==> config.mk <==
export PLATFORM = sky130hd
export DESIGN_NAME = burst_col_gen
export DESIGN_NICKNAME = d
export VERILOG_FILES = /design/src/rtl/burst_col_gen.sv
export SDC_FILE = /design/constraint.sdc
export NUM_CORES = 1
export LEC_CHECK = 0
export BUFFER_PORTS_ARGS = -buffer_cell sky130_fd_sc_hd__buf_2
export CORE_MARGIN = 2
export CORE_UTILIZATION = 55
export CTS_BUF_LIST = sky130_fd_sc_hd__clkbuf_16
export DETAILED_ROUTE_END_ITERATION = 8
export PLACE_DENSITY = 0.85
export SYNTH_ARGS = -nofsm -noshare
export SYNTH_HDL_FRONTEND = slang
export SYNTH_SLANG_ARGS = --single-unit
export TNS_END_PERCENT = 5
==> constraint.sdc <==
create_clock -name clk -period 4.45 [get_ports clk]
set_input_delay 0.89 -clock clk [delete_from_list [all_inputs] [get_ports clk]]
set_output_delay 0.89 -clock clk [all_outputs]
set_load 0.05 [all_outputs]
==> src/rtl/burst_col_gen.sv <==
module burst_col_gen #(
  parameter int COL_W  = 8,
  parameter int RD_LAT = 3
) (
  input  logic             clk,
  input  logic             rst_n,
  input  logic             mode_wr,
  input  logic [1:0]       mode_len,
  input  logic             mode_ilv,
  input  logic             start,
  input  logic             start_rd,
  input  logic [COL_W-1:0] start_col,
  input  logic             stop,
  output logic [COL_W-1:0] col_out,
  output logic             col_valid,
  output logic             done,
  output logic             mode_err,
  output logic             start_err
);

  localparam int         LAT_W    = $clog2(RD_LAT + 1);
  localparam logic [1:0] LEN_FULL = 2'd3;

  logic [1:0]       len_m, len_q;
  logic             ilv_m, ilv_q;
  logic [COL_W-1:0] base_q, beat_q, mask;
  logic [LAT_W-1:0] wait_q;
  logic             active_q, done_q, serr_q;
  logic             bad_start, last_beat;

  always_comb begin
    case (len_q)
      2'd0:    mask = COL_W'(1);
      2'd1:    mask = COL_W'(3);
      2'd2:    mask = COL_W'(7);
      default: mask = '1;
    endcase
  end

  assign mode_err  = (len_m == LEN_FULL) && ilv_m;
  assign bad_start = mode_err || ((len_m == LEN_FULL) && start_col[0]);
  assign last_beat = (len_q != LEN_FULL) && (beat_q == mask);

  assign col_out   = ilv_q ? (base_q ^ (beat_q & mask))
                           : ((base_q & ~mask) | ((base_q + beat_q) & mask));
  assign col_valid = active_q;
  assign done      = done_q;
  assign start_err = serr_q;

  always_ff @(posedge clk) begin
    if (!rst_n) begin
      len_m    <= 2'd0;
      ilv_m    <= 1'b0;
      len_q    <= 2'd0;
      ilv_q    <= 1'b0;
      base_q   <= '0;
      beat_q   <= '0;
      wait_q   <= '0;
      active_q <= 1'b0;
      done_q   <= 1'b0;
      serr_q   <= 1'b0;
    end else begin
      done_q <= 1'b0;
      serr_q <= 1'b0;
      if (mode_wr) begin
        len_m <= mode_len;
        ilv_m <= mode_ilv;
      end
      if (start) begin
        serr_q <= bad_start;
        len_q  <= len_m;
        ilv_q  <= ilv_m;
        base_q <= start_col;
        beat_q <= '0;
        if (bad_start) begin
          active_q <= 1'b0;
          wait_q   <= '0;
        end else if (start_rd) begin
          active_q <= 1'b0;
          wait_q   <= LAT_W'(RD_LAT);
        end else begin
          active_q <= 1'b1;
          wait_q   <= '0;
        end
      end else if (wait_q != '0) begin
        if (stop) begin
          wait_q <= '0;
        end else if (wait_q == LAT_W'(1)) begin
          wait_q   <= '0;
          active_q <= 1'b1;
        end else begin
          wait_q <= wait_q - LAT_W'(1);
        end
      end else if (active_q) begin
        if (stop || last_beat) begin
          active_q <= 1'b0;
          done_q   <= 1'b1;
        end else begin
          beat_q <= beat_q + COL_W'(1);
        end
      end
    end
  end

  AST_DONE_AFTER_BEAT: assert property (@(posedge clk) disable iff (!rst_n)
    done |-> $past(col_valid));
  AST_DONE_PULSE: assert property (@(posedge clk) disable iff (!rst_n)
    done |=> !done);
  AST_VALID_DONE_EXCL: assert property (@(posedge clk) disable iff (!rst_n)
    $onehot0({col_valid, done}));
  AST_ERR_BLOCKS: assert property (@(posedge clk) disable iff (!rst_n)
    (start && mode_err) |=> (start_err && !col_valid));
  AST_ODD_FULL_BLOCKS: assert property (@(posedge clk) disable iff (!rst_n)
    (start && bad_start) |=> !col_valid);
  AST_RD_WAIT: assert property (@(posedge clk) disable iff (!rst_n)
    (start && start_rd) |=> !col_valid);
  AST_FULL_STEP: assert property (@(posedge clk) disable iff (!rst_n)
    (col_valid && $past(col_valid) && !$past(start) && len_q == LEN_FULL && !ilv_q)
      |-> (col_out == $past(col_out) + COL_W'(1)));

endmodule

## Word level (Yosys, flattened, before mapping)

Cells that the tools add are included.

- Add/sub/neg operators: 3
- $mul: 0
- Div/mod/pow operators: 0
- Magnitude comparators: 0
- Eq/ne operators: 8
- Shifts and indexed selects: 0
- Muxes and demuxes: 17
- Bitwise operators: 10
- Reduce and logical (&&, ||, !) cells: 13

Operator list:

| operator | number |
|---|---|
| bitwise AND 8 bit | 3 |
| one-hot mux 8 bit (3 select lines) | 1 |
| two-way mux 2 bit | 6 |
| two-way mux 1 bit | 9 |
| adder 8 x 1 -> 8 bit (second input constant) | 1 |
| adder 8 bit | 1 |
| == test 8 bit | 1 |
| two-way mux 8 bit | 1 |
| inverter 8 bit | 1 |
| OR 8 bit | 1 |
| XOR 8 bit | 1 |
| == test 2 x 1 -> 1 bit (second input constant) | 2 |
| == test 2 bit (second input constant) | 2 |
| inverter 1 bit | 4 |
| AND reduction 2 bit | 2 |
| nonzero test 2 bit | 2 |
| OR reduction 4 bit | 1 |
| logical AND 1 bit | 3 |
| inequality test 3 x 2 -> 1 bit (second input constant) | 1 |
| inequality test 3 bit (second input constant) | 1 |
| AND reduction 3 bit | 1 |
| logical NOT 2 bit | 1 |
| logical OR 1 bit | 2 |
| inequality test 2 bit (second input constant) | 1 |
| other kinds (2) | 2 |

- Register bits: 27
- Bits in latches: 0
- RAM bits: 0
- Bits in read-only memories: 0
- Bits of input ports: 17
- Output and inout bits: 12
- Word-level logic and storage cells: 61
- Memories kept: 0

## Depth between registers and ports, before layout

Gate-level depths: netlist (run 1).

- Word-level depth: 9
- Depth in mapped cells: 8
- Gate-level depth less buffers: 8

## Least setup slack after synthesis (run 1)

OpenSTA, ideal clock, no wires.

- Path type: reg-to-output
- Start: register beat_q[0]
- End: output col_out[4]
- Arrival time: 2.141 ns
- Required time: 3.560 ns
- Slack: 1.419 ns
- Cell stages (with the launch flop): 9
- Path buffers: 0
- Path through: dfxtp_1 -> ha_1 -> inv_1 -> fa_1 -> nor2b_1 -> o21ai_1 -> nand2b_1 -> xnor2_1 -> a21oi_1

- Longest elaborated chain between the ends: 4

Ends and longest elaborated chain:

| what | line | source |
|---|---|---|
| start: declaration | 26 | `logic [COL_W-1:0] base_q, beat_q, mask;` |
| start signal: assignment | 99 | `beat_q <= beat_q + COL_W'(1);` |
| adder 8 bit | 45 | `: ((base_q & ~mask) \| ((base_q + beat_q) & mask));` |
| bitwise AND 8 bit | 45 |  |
| OR 8 bit | 45 |  |
| two-way mux 8 bit | 44 | `assign col_out = ilv_q ? (base_q ^ (beat_q & mask))` |
| end: declaration | 14 | `output logic [COL_W-1:0] col_out,` |

Every way passes these cells.

## Worst setup path in the final report (run 1)

- Start: register beat_q[0]
- End: output col_out[6]

Same word-level chain as after synthesis.

==> impl_metrics.csv, run 1 <==
group,metric,value,unit
yosys,syn_inst,199,
critical_path,critical-path-slowest-cell,"dfxtp_1",
die,die-height,61.1,µm
routing,via_count,1471,
clock_network,post-cts-setup-buffers,0,
critical_path,arrival,2290,ps
yosys,ys_seq_elements,27,
die,start_util,58.2,%
die,fp.coreArea,0.00308,mm²
die,io_pins,29,
yosys,avgSynthCellArea,9.00,µm²
global_routing,grt_usage,20.9,%
clock_network,htreeDepth,1,
sta,fin_hold_ws,514,ps
min_path,hold_path.class,"reg -> reg",
sta,fin_crit_sh,71.5,%
cells_and_area,layout-drive-gt1-share,17.9,%
cells_and_area,final_cells,268,
yosys,synthTopCellsByCount,"dfxtp_1 (27), ha_1 (17), nor2_1 (17)",
routing,viasPerCell,5.49,
yosys,async_flop_share,0,%
sta,slew_headroom,57.9,%
outcome,status,"completed",
critical_path,crit_path_end_kind,"output port",
sta,finalSetupTns,0,ps
yosys,yosysUniqueCellTypes,46,
clock_network,clk_latency,260,ps
critical_path,startpoint_type,"register",
clock_network,ctsHoldBuffers,0,
sta,slew_violations,0,
global_routing,grt_max_degree,20,
clock_network,cts_tree,"done",
routing,drc,0,
yosys,ys.flop_type,"dfxtp_1",
global_routing,antenna_found_initial,0,
clock_network,cts-buffers-inserted,3,
global_routing,first_global_vias,1344,
pwr,irDropWorstVdd,0.000201,V
cells_and_area,nFillCells,280,
critical_path,cp_slowest_stage_delay,430,ps
critical_path,crit_type,"reg -> out",
routing,drt_iter0_markers,70,
sta,worstMarginPinSlew,630,ps
clock_network,cts_root_buffer,"clkbuf_16",
sta,hold_viol_final,0,
placement,place_inst,264,
critical_path,cp.required,3560,ps
placement,hpwl,2750,µm
critical_path,r2r_slack,2170,ps
die,dieArea,0.00373,mm²
yosys,yosys_warnings,0,
pwr,p_leak,0.937,nW
yosys,synth.largest_area_cell,"dfxtp_1",
placement,gp_congestion,0.924,
yosys,yosysMostFrequentCell,"dfxtp_1",
flow_run,max-cap-violations,0,
pwr,power.density,281,mW/mm²
sta,finalSetupViolations,0,
clock_network,ctsResizeCount,0,
sta,finalClockSkew,2.50,ps
routing,ant_nets,0,
global_routing,grt_pass1_wl,5840,µm
cells_and_area,fin_nets,260,
yosys,synth_edf_count,0,
routing,drt-total-wl,3520,µm
critical_path,crit_path_max_fanout,5,
cells_and_area,antenna_cells,0,
yosys,synth_nets,234,
yosys,ys_seq_area_share,30.2,%
sta,fin_crit,3180,ps
die,fp-row-count,20,
yosys,synth.area.top_cells,"dfxtp_1 (30%), ha_1 (12%), mux2i_1 (8.4%)",
clock_network,cts.sinks,27,
critical_path,critPathBufInv,2,
critical_path,cp_cell_sequence,"ha_1, inv_1, fa_1, nor2b_1, o21ai_1, nand2b_1, a211o_1, o211a_1, buf_2",
sta,max_freq,314,MHz
placement,port_buffers,28,
yosys,syn_area,0.00179,mm²
die,die_x,61.1,µm
clock_network,clk_pin_slew,70,ps
routing,wl_per_cell,13.1,µm
sta,rsz0062_at_grt,"no",
routing,first_pass_iters,4,
yosys,synth.top_cell.area_share,30.2,%
global_routing,grt_overflow,0,
clock_network,clockBufferDepth,2,
critical_path,crit_family,"adder cells",
cells_and_area,synthToLayoutAreaGrowth,13.4,%
-- logic make-up after synthesis --
family | synth area share (%)
buf+inv | 3.98
fa+ha+maj | 13.0
xor+xnor | 7.33
compound gates | 15.6
mux | 8.38
simple gates | 21.6
flops | 30.2
-- report_power, final --
group | internal, mW | switching, mW
Sequential | 0.251 | 0.0115
Clock | 0.122 | 0.0872
Combinational | 0.0377 | 0.0620
Total | 0.411 | 0.161
-- final timing paths --
check	from	end	cells after the start
setup / recovery	beat_q[0]	col_out[6]	9
hold reg to reg	wait_q[1]	wait_q[1]	2
hold / removal	wait_q[1]	wait_q[1]	2
setup reg to reg	len_q[1]	beat_q[5]	8
-- per-layer routing --
| metal | track usage (%) | vias to the layer above | wire (µm) | share of wire, % |
|---|---|---|---|---|
| li1 | - | 759 | - | - |
| met1 | 27.2 | 677 | 1700 | 48 |
| met2 | 34.3 | 28 | 1630 | 46 |
| met3 | 3.15 | 7 | 114 | 3.2 |
| met4 | 9.01 | 0 | 76 | 2.2 |
| met5 | 0 | - | 0 | 0 |
-- tightest hold or removal path, stage by stage, from the launching register on --
cell and delay (ps):
dfxtp_1 330, a211oi_1 70, nor2_1 80
-- cell type report --
class | instances | area [µm²] | area share, %
sequential | 27 | 541 | 26.6
tap | 44 | 55.1 | 2.71
timing repair buffer | 28 | 140 | 6.90
clock buffer | 3 | 75.1 | 3.69
inverter | 9 | 33.8 | 1.66
clock inverter | 1 | 7.51 | 0.369
multi-input combinational | 156 | 1180 | 58.1
-- cell usage in the layout, fill, tap and decap left out, drive strengths merged --
cell / instances
a211oi: 6
nand4: 2
a21oi: 11
a32oi: 1
nor3: 6
nor4: 1
a21boi: 1
nor4b: 1
clkbuf: 3
nand3b: 1
buf: 28
nand2: 8
o21a: 1
inv: 9
dfxtp: 27
nand2b: 2
a31oi: 1
nor2: 17
and3: 4
o21ai: 8
nand3: 6
a211o: 1
o211a: 2
or2b: 1
clkinvlp: 1
fa: 1
xor2: 6
o211ai: 3
a311oi: 2
xnor2: 9
ha: 17
a21o: 1
o21bai: 1
mux2i: 15
nor2b: 16
and2: 2
a22oi: 1
or2: 1
-- state kept, by name (all words and copies together), names as in the netlist --
register / flops
len_q: 2
ilv_q: 1
base_q: 8
beat_q: 8
start_err: 1
ilv_m: 1
wait_q: 2
len_m: 2
col_valid: 1
done: 1
-- stage by stage --
step	util [%]	setup slack, ps	area, µm²	power (mW)
6_report	66.0	1270	2030	0.572
5_1_grt	66.0	1110	2030	0.593
4_1_cts	66.0	1280	2030	0.575
3_5_place_dp	63.3	1590	1950	0.368
3_3_place_gp	63.3	1610	1950	0.365
2_1_floorplan	-	1420	1790	0.343
Note: power is estimated with default switching activity, not from simulation.
==> inputs of run 2 (changes only) <==
==> constraint.sdc (replaced) <==
create_clock -name clk -period 3 [get_ports clk]
set_input_delay 0.6 -clock clk [delete_from_list [all_inputs] [get_ports clk]]
set_output_delay 0.6 -clock clk [all_outputs]
set_load 0.05 [all_outputs]
==> impl_metrics.csv, run 2 (same netlist as run 1, synthesis figures left out) <==
group,metric,value,unit
routing,drt_iter0_markers,80,
routing,viasPerCell,5.43,
critical_path,crit_family,"adder cells",
routing,top_layer_used,"met4",
clock_network,post-cts-setup-buffers,0,
critical_path,startpoint_type,"register",
sta,hold_viol_final,0,
pwr,seq_power_share,46.0,%
die,start_util,58.2,%
critical_path,crit_path_end_kind,"output port",
pwr,p_int,611,µW
sta,worstMarginPinSlew,645,ps
global_routing,grt_pass1_wl,5900,µm
routing,drt-total-wl,3550,µm
global_routing,grt_max_degree,20,
sta,finalClockSkew,3.08,ps
critical_path,crit_type,"reg -> out",
sta,slew_violations,0,
die,fp.coreArea,0.00308,mm²
global_routing,grt_overflow,0,
routing,first_pass_iters,4,
sta,fin_hold_ws,513,ps
cells_and_area,fin_nets,260,
sta,fin_crit_sh,93.0,%
global_routing,grt_usage,21.0,%
cells_and_area,seqCellArea,543,µm²
clock_network,clockBufferDepth,2,
sta,finalSetupViolations,0,
die,die_x,61.1,µm
cells_and_area,layout-drive-gt1-share,19.2,%
routing,drc,0,
pwr,switching_share,28.0,%
pwr,p_clk_share,36.4,%
sta,slew_headroom,56.9,%
outcome,status,"completed",
sta,max_freq,359,MHz
global_routing,antenna_found_initial,0,
critical_path,arrival,2190,ps
cells_and_area,nFillCells,262,
routing,ant_nets,0,
pwr,power.density,415,mW/mm²
clock_network,cts.sinks,27,
placement,port_buffers,28,
placement,place_inst,264,
cells_and_area,antenna_cells,0,
pwr,switchingPower,237,µW
pwr,p_leak,0.938,nW
cells_and_area,multi_input_comb_area,0.00118,mm²
placement,gp_congestion,0.925,
placement,hpwl,2720,µm
clock_network,clk_latency,260,ps
min_path,hold_path.class,"reg -> reg",
clock_network,htreeDepth,1,
sta,rsz0062_at_grt,"no",
die,fp-row-count,20,
routing,wl_met1,1700,µm
cells_and_area,final_common_cell,"buf_2",
cells_and_area,synthToLayoutAreaGrowth,14.1,%
critical_path,cp_cell_sequence,"ha_1, inv_1, fa_1, nor2b_1, o21ai_1, nand2b_1, a21oi_1, o211a_1, clkbuf_4",
global_routing,first_global_vias,1341,
die,io_pins,29,
routing,wl_per_cell,13.3,µm
sta,finalSetupTns,0,ps
flow_run,max-cap-violations,0,
clock_network,cts_root_buffer,"clkbuf_16",
sta,fin_crit,2790,ps
critical_path,cp_slowest_stage_delay,410,ps
cells_and_area,top_regs,"base_q (8), beat_q (8)",
clock_network,cts_tree,"done",
routing,via_count,1456,
die,die-height,61.1,µm
routing,wl_met3,152,µm
cells_and_area,final_cells,268,
clock_network,clk_pin_slew,70,ps
pwr,combPwrFrac,17.6,%
die,dieArea,0.00373,mm²
pwr,power,848,µW
cells_and_area,layout_common_cells,"buf_2 (26), dfxtp_1 (25), nor2_1 (17), ha_1 (17), nor2b_1 (16)",
critical_path,critPathBufInv,2,
clock_network,cts-buffers-inserted,3,
critical_path,cp.required,2400,ps
critical_path,critical-path-slowest-cell,"fa_1",
critical_path,r2r_slack,720,ps
routing,wl_met2,1630,µm
critical_path,crit_path_max_fanout,5,
pwr,irDropWorstVdd,0.000303,V
run 2: power by group through the flow:
stage,Sequential [mW],Clock (mW),Combinational (mW)
final,0.390,0.309,0.149
after global routing,0.392,0.326,0.162
after CTS,0.389,0.313,0.149
after detailed placement,0.398,0,0.148
after global placement,0.397,0,0.144
after floorplan,0.396,0,0.113
run 2: stage by stage:
step                util [%]  setup slack (ps)  instance area [µm²]
floorplan                  -               259                 1790
global placement        63.3               448                 1950
detailed placement      63.3               440                 1950
CTS                     66.0               134                 2030
global route            66.4              40.4                 2040
finish                  66.4               211                 2040
run 2: worst paths after layout:
check / from / to / depth (start not counted)
max: beat_q[0] / col_out[6] / 9
min: wait_q[1] / wait_q[1] / 2
max reg2reg: len_q[1] / beat_q[5] / 8
min reg2reg: wait_q[1] / wait_q[1] / 2
run 2: tightest hold or removal path, delay by kind of cell (launching register included):
| family | cells | cell delay, ps |
|---|---|---|
| AND/OR/NAND/NOR | 1 | 80 |
| flip-flops | 1 | 330 |
| AO/OA/AOI/OAI | 1 | 70 |
run 2: final cells by class:
| cell class | count | share of cell area [%] |
|---|---|---|
| Multi-Input combinational cell | 156 | 58.0 |
| Clock buffer | 3 | 3.67 |
| Clock inverter | 1 | 0.367 |
| Sequential cell | 27 | 26.6 |
| Tap cell | 44 | 2.69 |
| Inverter | 9 | 1.65 |
| Timing Repair Buffer | 28 | 7.10 |
run 2: per-layer routing:
layer / global-route usage [%] / vias to the layer above
met1: 27.5 / 663
met5: 0 / -
met2: 35.3 / 35
met3: 2.94 / 5
li1: - / 753
met4: 7.45 / 0
run 2: repair_timing:
item,in CTS,in global routing
setup endpoints to repair,0,2
hold buffers,0,0
gates resized for setup,0,5
